===== src/rtl/gtmr_pkg.sv =====
package gtmr_pkg;
  localparam logic [7:0] ADDR_CTRL = 8'h88;
  localparam logic [7:0] ADDR_MODE = 8'h89;
  localparam logic [7:0] ADDR_LO0  = 8'h8A;
  localparam logic [7:0] ADDR_LO1  = 8'h8B;
  localparam logic [7:0] ADDR_HI0  = 8'h8C;
  localparam logic [7:0] ADDR_HI1  = 8'h8D;

  typedef enum logic [1:0] {
    MODE_13     = 2'b00,
    MODE_16     = 2'b01,
    MODE_RELOAD = 2'b10,
    MODE_STOP   = 2'b11
  } tmr_mode_e;

  typedef struct packed {
    logic      gate;
    logic      ext_src;
    tmr_mode_e mode;
  } tmr_cfg_t;
endpackage


===== src/rtl/gtmr_pin_sync.sv =====
module gtmr_pin_sync #(
  parameter int STAGES = 2
) (
  input  logic clk_i,
  input  logic rst_ni,
  input  logic pin_i,
  input  logic en_i,
  output logic fall_o
);
  logic [STAGES-1:0] sync_q;
  logic              last_q;

  always_ff @(posedge clk_i or negedge rst_ni) begin
    if (!rst_ni) begin
      sync_q <= '0;
      last_q <= 1'b0;
    end else begin
      sync_q <= {sync_q[STAGES-2:0], pin_i};
      last_q <= sync_q[STAGES-1];
    end
  end

  // edge only counts while the owning timer is enabled
  assign fall_o = en_i & last_q & ~sync_q[STAGES-1];
endmodule


===== src/rtl/gtmr_core.sv =====
module gtmr_core
  import gtmr_pkg::*;
#(
  parameter int DW    = 8,
  parameter int PRE_W = 5,
  parameter bit SPLIT = 1'b0
) (
  input  logic          clk_i,
  input  logic          rst_ni,
  input  tmr_cfg_t      cfg_i,
  input  logic          run_i,
  input  logic          tick_i,
  input  logic          ext_fall_i,
  input  logic          hi_run_i,
  input  logic          wr_lo_i,
  input  logic          wr_hi_i,
  input  logic [DW-1:0] wdata_i,
  output logic [DW-1:0] lo_o,
  output logic [DW-1:0] hi_o,
  output logic          ovf_o,
  output logic          hi_ovf_o
);
  logic [DW-1:0] lo_q, hi_q, lo_n, hi_n;
  logic          inc;

  assign inc = run_i & (cfg_i.ext_src ? ext_fall_i : tick_i);

  always_comb begin
    lo_n     = lo_q;
    hi_n     = hi_q;
    ovf_o    = 1'b0;
    hi_ovf_o = 1'b0;
    unique case (cfg_i.mode)
      MODE_13: if (inc) begin
        if (&lo_q[PRE_W-1:0]) begin
          lo_n[PRE_W-1:0] = '0;
          hi_n            = hi_q + 1'b1;
          ovf_o           = &hi_q;
        end else begin
          lo_n[PRE_W-1:0] = lo_q[PRE_W-1:0] + 1'b1;
        end
      end
      MODE_16: if (inc) begin
        {hi_n, lo_n} = {hi_q, lo_q} + 1'b1;
        ovf_o        = &{hi_q, lo_q};
      end
      MODE_RELOAD: if (inc) begin
        if (&lo_q) begin
          lo_n  = hi_q;
          ovf_o = 1'b1;
        end else begin
          lo_n = lo_q + 1'b1;
        end
      end
      MODE_STOP: if (SPLIT) begin
        if (inc) begin
          lo_n  = lo_q + 1'b1;
          ovf_o = &lo_q;
        end
        if (hi_run_i && tick_i) begin
          hi_n     = hi_q + 1'b1;
          hi_ovf_o = &hi_q;
        end
      end
      default: ;
    endcase
  end

  // software write takes the register over the count step
  always_ff @(posedge clk_i or negedge rst_ni) begin
    if (!rst_ni) begin
      lo_q <= '0;
      hi_q <= '0;
    end else begin
      lo_q <= wr_lo_i ? wdata_i : lo_n;
      hi_q <= wr_hi_i ? wdata_i : hi_n;
    end
  end

  assign lo_o = lo_q;
  assign hi_o = hi_q;
endmodule


===== src/rtl/gtmr_pair.sv =====
module gtmr_pair
  import gtmr_pkg::*;
#(
  parameter int DW       = 8,
  parameter int N_TMR    = 2,
  parameter int SYNC_STG = 2
) (
  input  logic             clk_i,
  input  logic             rst_ni,
  input  logic [7:0]       sfr_addr_i,
  input  logic             sfr_we_i,
  input  logic [DW-1:0]    sfr_wdata_i,
  output logic [DW-1:0]    sfr_rdata_o,
  input  logic             tick_i,
  input  logic [N_TMR-1:0] cnt_pin_i,
  input  logic [N_TMR-1:0] gate_pin_i,
  input  logic [N_TMR-1:0] irq_ack_i,
  output logic [N_TMR-1:0] ovf_irq_o
);
  localparam int CFG_W = $bits(tmr_cfg_t);

  logic [DW-1:0]    ctrl_q, mode_q, ctrl_n;
  logic [DW-1:0]    lo_w [N_TMR];
  logic [DW-1:0]    hi_w [N_TMR];
  tmr_cfg_t         cfg_w [N_TMR];
  logic [N_TMR-1:0] tr_w, run_w, fall_w, ovf_w, hi_ovf_w, set_w;
  logic [N_TMR-1:0] wr_lo_w, wr_hi_w;
  logic             wr_ctrl_w, wr_mode_w, split_w;

  assign wr_ctrl_w = sfr_we_i && (sfr_addr_i == ADDR_CTRL);
  assign wr_mode_w = sfr_we_i && (sfr_addr_i == ADDR_MODE);
  assign split_w   = (cfg_w[0].mode == MODE_STOP);

  for (genvar g = 0; g < N_TMR; g++) begin : g_tmr
    assign cfg_w[g]   = tmr_cfg_t'(mode_q[CFG_W*g +: CFG_W]);
    assign tr_w[g]    = ctrl_q[4 + 2*g];
    assign run_w[g]   = tr_w[g] & (~cfg_w[g].gate | gate_pin_i[g]);
    assign wr_lo_w[g] = sfr_we_i && (sfr_addr_i == ADDR_LO0 + 8'(g));
    assign wr_hi_w[g] = sfr_we_i && (sfr_addr_i == ADDR_HI0 + 8'(g));
    assign ovf_irq_o[g] = ctrl_q[5 + 2*g];

    gtmr_pin_sync #(.STAGES(SYNC_STG)) u_sync (
      .clk_i (clk_i),
      .rst_ni(rst_ni),
      .pin_i (cnt_pin_i[g]),
      .en_i  (run_w[g]),
      .fall_o(fall_w[g])
    );

    gtmr_core #(.DW(DW), .SPLIT(g == 0)) u_core (
      .clk_i     (clk_i),
      .rst_ni    (rst_ni),
      .cfg_i     (cfg_w[g]),
      .run_i     (run_w[g]),
      .tick_i    (tick_i),
      .ext_fall_i(fall_w[g]),
      .hi_run_i  (tr_w[N_TMR-1]),
      .wr_lo_i   (wr_lo_w[g]),
      .wr_hi_i   (wr_hi_w[g]),
      .wdata_i   (sfr_wdata_i),
      .lo_o      (lo_w[g]),
      .hi_o      (hi_w[g]),
      .ovf_o     (ovf_w[g]),
      .hi_ovf_o  (hi_ovf_w[g])
    );
  end

  // split timer 0 high byte owns timer 1's flag
  assign set_w[0] = ovf_w[0];
  assign set_w[1] = split_w ? hi_ovf_w[0] : (ovf_w[1] | hi_ovf_w[1]);

  always_comb begin
    ctrl_n = wr_ctrl_w ? sfr_wdata_i : ctrl_q;
    for (int i = 0; i < N_TMR; i++) begin
      if (irq_ack_i[i]) ctrl_n[5 + 2*i] = 1'b0;
      if (set_w[i])     ctrl_n[5 + 2*i] = 1'b1;
    end
  end

  always_ff @(posedge clk_i or negedge rst_ni) begin
    if (!rst_ni) begin
      ctrl_q <= '0;
      mode_q <= '0;
    end else begin
      ctrl_q <= ctrl_n;
      if (wr_mode_w) mode_q <= sfr_wdata_i;
    end
  end

  always_comb begin
    unique case (sfr_addr_i)
      ADDR_CTRL: sfr_rdata_o = ctrl_q;
      ADDR_MODE: sfr_rdata_o = mode_q;
      ADDR_LO0:  sfr_rdata_o = lo_w[0];
      ADDR_LO1:  sfr_rdata_o = lo_w[1];
      ADDR_HI0:  sfr_rdata_o = hi_w[0];
      ADDR_HI1:  sfr_rdata_o = hi_w[1];
      default:   sfr_rdata_o = '0;
    endcase
  end
endmodule


===== config.mk =====
export PLATFORM = sky130hd
export DESIGN_NAME = gtmr_pair
export DESIGN_NICKNAME = d
export VERILOG_FILES = /design/src/rtl/gtmr_pkg.sv /design/src/rtl/gtmr_pin_sync.sv /design/src/rtl/gtmr_core.sv /design/src/rtl/gtmr_pair.sv
export SDC_FILE = /design/constraint.sdc
export NUM_CORES = 1
export LEC_CHECK = 0
export BUFFER_PORTS_ARGS = -buffer_cell sky130_fd_sc_hd__buf_4
export CORE_ASPECT_RATIO = 0.9
export CORE_MARGIN = 3
export CORE_UTILIZATION = 42
export CTS_CLUSTER_DIAMETER = 100
export CTS_CLUSTER_SIZE = 14
export DETAILED_ROUTE_END_ITERATION = 12
export GPL_TIMING_DRIVEN = 0
export PLACE_DENSITY = 0.74
export SETUP_SLACK_MARGIN = 0.4
export SLEW_MARGIN = 20
export SYNTH_ARGS = -nofsm -noshare
export SYNTH_HDL_FRONTEND = slang
export SYNTH_SLANG_ARGS = --single-unit

===== constraint.sdc =====
create_clock -name clk_i -period 2.6 [get_ports clk_i]
set_input_delay 0.52 -clock clk_i [delete_from_list [all_inputs] [get_ports clk_i]]
set_output_delay 0.52 -clock clk_i [all_outputs]
set_load 0.005 [all_outputs]

==> results of run 1 <==
-- kinds of logic after synthesis --
| kind of cell | count (synthesis) | share of synthesized area |
|---|---|---|
| buf+inv | 37 | 0.0396 |
| xor+xnor | 15 | 0.0344 |
| simple gates | 153 | 0.202 |
| mux | 29 | 0.0914 |
| flops | 54 | 0.354 |
| fa+ha+maj | 15 | 0.0491 |
| compound gates | 132 | 0.230 |
-- worst max-delay path by stage --
stage / start / to / slack [ns] / cells past startpoint
3_3_place_gp: g_tmr[0].u_core.lo_o[0] / g_tmr[0].u_core.hi_o[3] / -0.08 / 9
6_report: sfr_addr_i[6] / sfr_rdata_o[3] / 0.004 / 8
2_1_floorplan: g_tmr[0].u_core.lo_o[0] / g_tmr[0].u_core.hi_o[3] / 0.30 / 9
4_1_cts: sfr_addr_i[6] / sfr_rdata_o[3] / -0.05 / 8
3_5_place_dp: g_tmr[0].u_core.lo_o[0] / g_tmr[0].u_core.hi_o[3] / -0.15 / 9
5_1_grt: sfr_addr_i[6] / sfr_rdata_o[3] / -0.04 / 8
-- sequential cells by signal, summed over array words and instances, names as in the netlist --
| name | count |
|---|---|
| g_tmr.u_core.hi_o | 16 |
| g_tmr.u_core.lo_o | 16 |
| ctrl_q | 8 |
| mode_q | 8 |
| g_tmr.u_sync.sync_q | 4 |
| g_tmr.u_sync.last_q | 2 |
-- area by class of cell --
class	count	area (um2)	area share
inverters	18	70.1	0.0144
flip-flops and latches	54	1360	0.279
clock inverters	3	47.5	0.00979
clock buffers	5	68.8	0.0142
repair buffers	57	450	0.0927
multi-input cells	344	2600	0.536
well taps	119	149	0.0307
plain buffers	19	110	0.0227
-- per-stage QoR --
step | cell area (um2) | setup WS [ns] | hold slack [ns]
2_1_floorplan | 3940 | 0.295 | 0.224
3_3_place_gp | 4350 | -0.0843 | 0.332
3_5_place_dp | 4350 | -0.155 | 0.342
4_1_cts | 4650 | -0.0471 | 0.275
5_1_grt | 4860 | -0.0407 | 0.280
6_report | 4860 | 0.00438 | 0.235
-- synthesized netlist by cell type, types with 5 or more instances --
| cell | number |
|---|---|
| o2111ai_1 | 6 |
| mux2_2 | 17 |
| dfrtp_1 | 54 |
| o21ai_0 | 28 |
| xnor2_1 | 13 |
| o211ai_1 | 5 |
| a211oi_1 | 7 |
| a21oi_1 | 28 |
| clkbuf_1 | 11 |
| mux2i_1 | 9 |
| a221oi_1 | 9 |
| nor2_1 | 36 |
| a31oi_1 | 9 |
| nand2_1 | 41 |
| nand3_1 | 19 |
| a22oi_1 | 6 |
| o31ai_1 | 9 |
| ha_1 | 15 |
| nor3_1 | 8 |
| nand4_1 | 5 |
| nor4_1 | 5 |
| inv_1 | 17 |
| or3_1 | 10 |
-- layer usage --
layer | up-vias | share of wire | track usage
met5 | - | 0 | 0
met4 | 0 | 0.014 | 0.0586
met3 | 18 | 0.090 | 0.0458
met2 | 193 | 0.46 | 0.384
met1 | 1910 | 0.44 | 0.360
li1 | 1774 | - | -
-- where the power goes --
group          total [mW]  internal (mW)  switching (mW)  leakage [nW]
clock network       0.612          0.295           0.317        0.0591
registers            1.18          0.965           0.212         0.698
logic               0.889          0.429           0.460          1.18
total                2.68           1.69           0.989          1.94
-- timing repair --
item                       CTS  global route
setup endpoints to repair   24            27
buffers inserted            10            12
hold endpoints to repair     0             0
gates resized for setup     24            30
pin swaps                    6            13
-- critical path: stages --
cell and delay [ns]:
buf_6 0.09, or4b_4 0.55, nor3_4 0.16, buf_6 0.17, buf_6 0.13, a221oi_2 0.06, o32ai_2 0.22, buf_4 0.16
==> metrics.cfg, run 1 <==
[outcome]
status = finished, final reports clean

[final_layout]
areaGrowthSynthToFinish_pct = 27.1
utilization = 0.556
drive_above_1_share = 0.282
nets = 540
fill_cells = 785
mostFrequentLayoutCell = buf_4
instances_no_fill = 619
final_cell_mix = 53 x buf_4, 49 x dfrtp_1, 41 x nand2_1
diodes = 0

[setup_path]
cp_data_arrival_time_ns = 2.08
regToRegSetupSlack_ns = 0.40
worstRegToRegCells = 8
reg2reg_from = mode_q[1]
r2r-end = g_tmr[0].u_core.hi_o[6]
endpoint_kind = output port
crit_type = in2out
required_ns = 2.08
crit_fanout = 6
critPathLaunchType = input port

[routing]
finalWirelength_um = 12600
dr.pass1.iters = 5
drc = 0
drt.antenna.violating_nets = 0
avgViaCountPerCell = 6.29
vias = 3895
wl_per_cell_um = 20.4
drtIter0Drc = 521

[clocking]
clk_path_buf_depth = 2
tritoncts = built
htreeDepth = 2
numCtsBuffers = 5
clk_latency_ns = 0.32
clock_sinks = 54
hold_buffers = 0
path_clk_slew_ns = 0.11
cts-root-buf = clkbuf_8

[synth]
ys.flop_type = dfrtp_1
netlist_top_cells_area = dfrtp_1 35%, mux2_2 5.0%, ha_1 4.9%, nand2_1 4.0%, a21oi_1 3.7%
async_flop_share = 1.00
ys_ff_latch = 54
synth_nets = 476
seq_area_frac_synth = 0.354
syn-cell-area_um2 = 3820
synthCells = 435
ys_warn_count = 0
synth_area_leader_cell = dfrtp_1
synth-edff-count = 0
ys_types = 56
synth_area_per_cell_um2 = 8.78
synth_top_area_frac = 0.354

[floorplan]
core_um2 = 8730
initial_utilization = 0.438
rows = 32
ios = 36
die_h_um = 96.5
die_x_um = 107
die_area_um2 = 10300

[grt]
gr-total-overflow = 0
antenna_found_initial = 0
grt_pass1_vias = 3624
grt_max_degree = 55
grt_usage = 0.247
grt_first_pass_wirelength_um = 19700

[placed_design]
portBuffers = 35
dpl.hpwl_um = 9000
gp_congestion = 0.930
place_inst = 589

[worst_hold_path]
min_path_type = in2async

[power]
ir_drop_uv = 257
p_leak_nw = 1.94
power_per_cell_area_nw_per_um2 = 551
power_mw = 2.68

[timing]
setup_violations = 0
slew_viol_final = 0
fmax_mhz = 385
max_slew_margin = 0.412
rsz0062_at_grt = yes
tns_ns = 0
clock_skew_ns = 0.0146
hold_viol = 0
worstMarginPinSlew_ns = 0.875
timing.final.crit_share = 0.998
finalCriticalPeriod_ns = 2.60

[run]
max_cap_violations = 0

Note: power is estimated with default switching activity, not from simulation.
==> run 2: changes to the inputs <==
--- a/config.mk
+++ b/config.mk
@@ -6,4 +6,5 @@
 export NUM_CORES = 1
 export LEC_CHECK = 0
+export ABC_CLOCK_PERIOD_IN_PS = 2600
 export BUFFER_PORTS_ARGS = -buffer_cell sky130_fd_sc_hd__buf_4
 export CORE_ASPECT_RATIO = 0.9
==> constraint.sdc (replaced) <==
create_clock -name clk_i -period 2.6 [get_ports clk_i]
set_input_delay 0 -clock clk_i [delete_from_list [all_inputs] [get_ports clk_i]]
set_output_delay 0 -clock clk_i [all_outputs]
set_load 0.005 [all_outputs]
==> run 2 against run 1 <==
Against the previous run:
- design area is 3.4% lower
- clock skew down 0.0056 ns
- clock-buffer cell count increased by 1
- non-clock buffer count did not move
- power fell by 5.4%
- highest routed layer unchanged
==> metrics.cfg, run 2 (synthesis gave the netlist of run 1 again) <==
[routing]
avgViaCountPerCell = 6.20  ; -1.5%
wl_per_cell_um = 19.7  ; -3.1%
dr.pass1.iters = 5  ; unchanged
drc = 0  ; unchanged
drt.antenna.violating_nets = 0  ; unchanged
vias = 3838  ; -1.5%
finalWirelength_um = 12200  ; -3.1%
drtIter0Drc = 460  ; -12%

[timing]
fmax_mhz = 446  ; +16%
hold_viol = 0  ; unchanged
holdWs_ns = 0.0765  ; -0.159 ns
finalCriticalPeriod_ns = 2.24  ; -0.354 ns
max_slew_margin = 0.413  ; +0.000987
timing.final.crit_share = 0.862  ; -0.136
rsz0062_at_grt = yes
clock_skew_ns = 0.00895  ; -0.00563 ns
slew_viol_final = 0  ; unchanged
setup_violations = 0  ; unchanged
worstMarginPinSlew_ns = 0.873  ; -0.00147 ns

[grt]
grt_max_degree = 55  ; unchanged
grt_first_pass_wirelength_um = 18800  ; -4.6%
gr-total-overflow = 0  ; unchanged
antenna_found_initial = 0  ; unchanged
grt_usage = 0.236  ; -0.0111
grt_pass1_vias = 3492  ; -3.6%

[setup_path]
startpoint = g_tmr[0].u_core.lo_o[4]
reg2reg_from = g_tmr[0].u_core.lo_o[4]
endpoint_kind = register
r2r-end = g_tmr[0].u_core.hi_o[5]
regToRegSetupSlack_ns = 0.36  ; -0.04 ns
worstRegToRegCells = 5  ; -3
required_ns = 2.84  ; +0.76 ns
critPathLaunchType = register
crit_type = reg2reg
cp_data_arrival_time_ns = 2.48  ; +0.40 ns
crit_fanout = 10  ; +4
endpoint = g_tmr[0].u_core.hi_o[5]

[floorplan]
die_h_um = 96.5  ; unchanged
rows = 32  ; unchanged
die_x_um = 107  ; unchanged
initial_utilization = 0.438  ; unchanged
die_area_um2 = 10300  ; unchanged
ios = 36  ; unchanged
core_um2 = 8730  ; unchanged

[placed_design]
gp_congestion = 0.961  ; +3.3%
portBuffers = 35  ; unchanged
place_inst = 589  ; unchanged
dpl.hpwl_um = 9020  ; +0.29%

[final_layout]
mostFrequentLayoutCell = dfrtp_1
instances_no_fill = 619  ; unchanged
drive_above_1_share = 0.216  ; -0.0660
final_cell_mix = 49 x dfrtp_1, 46 x buf_4, 41 x nand2_1
fill_cells = 818  ; +4.2%
diodes = 0  ; unchanged
areaGrowthSynthToFinish_pct = 22.8
nets = 540  ; unchanged

[power]
power_mw = 2.53  ; -5.4%
ir_drop_uv = 251  ; -2.1%
p_leak_nw = 1.86  ; -4.0%
power_per_cell_area_nw_per_um2 = 540  ; -2.1%

[worst_hold_path]
min_path_type = in2reg
whs_path_depth = 4
hold_start = sfr_addr_i[2]

[outcome]
status = finished, final reports clean

[clocking]
htreeDepth = 2  ; unchanged
cts-root-buf = clkbuf_8
clk_latency_ns = 0.32  ; about the same
path_clk_slew_ns = 0.11  ; about the same
numCtsBuffers = 5  ; unchanged
clock_sinks = 54  ; unchanged
tritoncts = built
clk_path_buf_depth = 2  ; unchanged

[run]
max_cap_violations = 0  ; unchanged

## run 2: cell types whose count changed in the layout (fill, tap and decap cells not counted), sizes merged
cell,change
bufinv,-1
clkinvlp,+1
inv,-1
buf,-12
dlygate4sd3,+13
## run 2: repair_timing
item / 4_1_cts / 5_1_grt
gates resized for setup: 12 / 12
buffers inserted: 4 / 5
pin swaps: 3 / 9
hold buffers: 13 / 0
gates cloned: 0 / 0
endpoints found under the hold margin: 74 / 0
setup endpoints to repair: 16 / 15
## run 2: how the worst min path moves through the flow
stage / to / slack (ns)
2_1_floorplan: ctrl_q[0] / -0.30
3_3_place_gp: g_tmr[1].u_core.lo_o[0] / 0.1
3_5_place_dp: ctrl_q[7] / 0.11
4_1_cts: g_tmr[1].u_core.lo_o[2] / 0.06
5_1_grt: g_tmr[1].u_core.lo_o[2] / 0.08
6_report: g_tmr[1].u_core.lo_o[6] / 0.08
## run 2: final cells by class
cell class | count | area [um2] | area share
plain buffers | 19 | 86.3 | 0.0184
clock buffers | 6 | 82.6 | 0.0176
clock inverters | 2 | 16.3 | 0.00347
inverters | 18 | 70.1 | 0.0149
multi-input cells | 344 | 2470 | 0.527
flip-flops and latches | 54 | 1360 | 0.289
well taps | 119 | 149 | 0.0317
repair buffers | 57 | 460 | 0.0981
## run 2: worst max-delay path: stages (launching register included)
cell	delay (ns)
dfrtp_1	0.55
nand4_1	0.44
o21ai_0	0.45
o2111ai_4	0.20
or3_1	0.35
a31oi_1	0.17
## run 2: power by group
part | total, mW | internal [mW] | switching, mW
combinational | 0.836 | 0.399 | 0.437
clock | 0.527 | 0.220 | 0.306
sequential | 1.17 | 0.965 | 0.206
## run 2: layer usage
| metal | vias to the layer above | track usage | wire length, um |
|---|---|---|---|
| li1 | 1770 | - | - |
| met1 | 1842 | 0.347 | 5470 |
| met2 | 196 | 0.360 | 5240 |
| met3 | 30 | 0.0339 | 1160 |
| met4 | 0 | 0.0756 | 353 |
| met5 | - | 0 | 0 |
## run 2: per-stage QoR
step	worst slack, ns	util	area (um2)	TNS (ns)
floorplan	0.295	-	3870	0
global placement	-0.0466	0.491	4290	-0.0777
detailed placement	-0.102	0.491	4290	-0.300
CTS	0.355	0.527	4600	0
global route	0.236	0.538	4690	0
finish	0.358	0.538	4690	0
==> run 3: changes to the inputs <==
- CORE_ASPECT_RATIO: 0.9 -> unset
==> run 3 against run 2 <==
Against the previous run:
- cell count fell by 1.3%
- register-to-register slack improved by 0.03 ns
- fmax rose by 1.4%
- first-iteration DRC count fell by 2.2%
- global-route usage rose by 1.2 points
- power rose by 1.0%
- clock-buffer cell count did not move
- critical endpoint is now g_tmr[0].u_core.hi_o[7]
- via count rose by 3.8%
- critical path type unchanged
- routed wire length rose by 4.1%
==> metrics.cfg, run 3 (synthesis gave the netlist of run 1 again) <==
[outcome]
status = finished, final reports clean

[clocking]
numCtsBuffers = 5  ; unchanged
cts-root-buf = clkbuf_8
path_clk_slew_ns = 0.10  ; about the same
htreeDepth = 2  ; unchanged
clock_sinks = 54  ; unchanged
clk_path_buf_depth = 2  ; unchanged
clk_latency_ns = 0.32  ; about the same
tritoncts = built

[grt]
grt_pass1_vias = 3703  ; +6.0%
grtUsageMet1 = 0.365  ; +0.0175
grt_usage = 0.248  ; +0.0121
grt_most_used_layer = met2
grtUsageMet3 = 0.0351  ; +0.00124
grt_max_degree = 55  ; unchanged
grt_first_pass_wirelength_um = 19900  ; +5.8%
antenna_found_initial = 0  ; unchanged
grt_use_met2 = 0.387  ; +0.0266
gr-total-overflow = 0  ; unchanged

[timing]
slew_viol_final = 0  ; unchanged
max_slew_margin = 0.465  ; +0.0519
setup_violations = 0  ; unchanged
worstMarginPinSlew_ns = 0.796  ; -0.0772 ns
rsz0062_at_grt = yes
finalCriticalPeriod_ns = 2.21  ; -0.0308 ns
timing.final.crit_share = 0.850  ; -0.0118
finalWorstSetupSlack_ns = 0.389  ; +0.0308 ns
holdWs_ns = 0.000624  ; -0.0759 ns
hold_viol = 0  ; unchanged
clock_skew_ns = 0.0100  ; +0.00109 ns
fmax_mhz = 452  ; +1.4%

[placed_design]
gp_congestion = 0.977  ; +1.7%
place_inst = 578  ; -1.9%
dp_slack_ns = -0.0960  ; +0.00645 ns
dpl.hpwl_um = 8980  ; -0.41%
portBuffers = 35  ; unchanged

[routing]
drc = 0  ; unchanged
dr.pass1.iters = 6  ; +1
vias = 3984  ; +3.8%
drt.antenna.violating_nets = 0  ; unchanged
avgViaCountPerCell = 6.52  ; +5.2%
finalWirelength_um = 12700  ; +4.1%
drtIter0Drc = 450  ; -2.2%
wl_per_cell_um = 20.8  ; +5.4%

[setup_path]
worstRegToRegCells = 10  ; +5
critPathLaunchType = register
crit_slowest_cell = dfrtp_2
r2r-end = g_tmr[0].u_core.hi_o[7]
cp_data_arrival_time_ns = 2.45  ; -0.03 ns
required_ns = 2.84  ; about the same
reg2reg_from = g_tmr[0].u_core.lo_o[0]
cpMostUsedCell = ha_4
crit_fanout = 6  ; -4
startpoint = g_tmr[0].u_core.lo_o[0]
cp_cell_sequence = ha_4, nand3_4, inv_4, ha_4, inv_2, a222oi_1, buf_4, o2111ai_4, or3_1, a31oi_1
regToRegSetupSlack_ns = 0.39  ; +0.03 ns
slowest_delay_ns = 0.40  ; -0.15 ns
endpoint_kind = register
endpoint = g_tmr[0].u_core.hi_o[7]
crit_type = reg2reg

[final_layout]
multi_input_area_um2 = 2510  ; +1.6%
fill_cells = 779  ; -4.8%
final_cell_mix = 50 x buf_4, 48 x dfrtp_1, 41 x nand2_1
nets = 543  ; +0.56%
areaGrowthSynthToFinish_pct = 23.6
utilization = 0.539  ; +0.00113
mostFrequentLayoutCell = buf_4
instances_no_fill = 611  ; -1.3%
seqCellArea_um2 = 1360  ; about the same
drive_above_1_share = 0.229  ; +0.0126
diodes = 0  ; unchanged

[floorplan]
die_h_um = 101  ; +5.1%
initial_utilization = 0.436  ; -0.00175
ios = 36  ; unchanged
core_um2 = 8760  ; +0.40%
rows = 34  ; +6.3%
die_area_um2 = 10300  ; about the same
die_x_um = 101  ; -4.8%

[power]
ir_drop_uv = 270  ; +7.5%
p_leak_nw = 1.87  ; +0.64%
power_per_cell_area_nw_per_um2 = 542  ; +0.43%

[worst_hold_path]
min_path_type = in2reg

[run]
max_cap_violations = 0  ; unchanged

[run 3: cell count changes in the layout (fill, tap and decap cells not counted), sizes merged]
cell,before,now
clkinv,0,1
clkinvlp,1,0
o2111ai,6,7
dlygate4sd3,13,11
buf,52,56
[run 3: critical path: cells and delay by family (launching register included)]
kind / cells / cell delay [ns]
DFF: 1 / 0.40
adders and majority gates: 2 / 0.30
buffers and inverters: 3 / 0.33
and+or+nand+nor: 2 / 0.46
AOI/OAI and AO/OA: 3 / 0.64
[run 3: worst min-delay path by stage]
stage              startpoint                      end  slack (ns)  cells after the start
4_1_cts        sfr_wdata_i[0]  g_tmr[0].u_core.lo_o[0]      0.0006                      3
3_5_place_dp           rst_ni  g_tmr[1].u_core.lo_o[1]        0.11                      1
5_1_grt        sfr_wdata_i[0]  g_tmr[1].u_core.hi_o[0]        0.02                      3
2_1_floorplan          rst_ni                ctrl_q[0]       -0.30                      0
6_report       sfr_wdata_i[0]  g_tmr[0].u_core.lo_o[0]      0.0006                      3
3_3_place_gp           rst_ni  g_tmr[1].u_core.lo_o[1]        0.09                      1
[run 3: through the flow]
stage	setup TNS, ns	instance area [um2]	total power [mW]
after floorplan	0	3870	1.64
after global placement	-0.104	4270	1.90
after detailed placement	-0.219	4270	1.92
after CTS	0	4580	2.49
after global routing	0	4720	2.70
final	0	4720	2.56
[run 3: layout make-up]
type | instances | area share
buffer | 19 | 0.0185
clock buffer | 6 | 0.0154
clock inverter | 2 | 0.00371
inverter | 18 | 0.0148
multi-input combinational | 345 | 0.532
sequential | 54 | 0.288
tap | 108 | 0.0286
timing repair buffer | 59 | 0.0996
[run 3: timing repair]
| item | in CTS | in global routing |
|---|---|---|
| endpoints found under the setup margin | 18 | 18 |
| pin swaps | 2 | 8 |
| gates cloned | 0 | 1 |
| resized for setup | 14 | 18 |
| hold buffers | 11 | 0 |
| endpoints found under the hold margin | 72 | 0 |
| setup buffers | 5 | 8 |
[run 3: per-layer routing]
layer  vias to the layer above  part of all wire
met4                         0             0.025
met5                         -                 0
met3                        33             0.077
li1                       1785                 -
met2                       238              0.46
met1                      1928              0.44
[run 3: power breakdown]
| group | internal (mW) | switching (mW) | total, mW |
|---|---|---|---|
| Combinational | 0.422 | 0.452 | 0.874 |
| Sequential | 0.965 | 0.212 | 1.18 |
| Clock | 0.197 | 0.311 | 0.508 |
| Total | 1.58 | 0.976 | 2.56 |
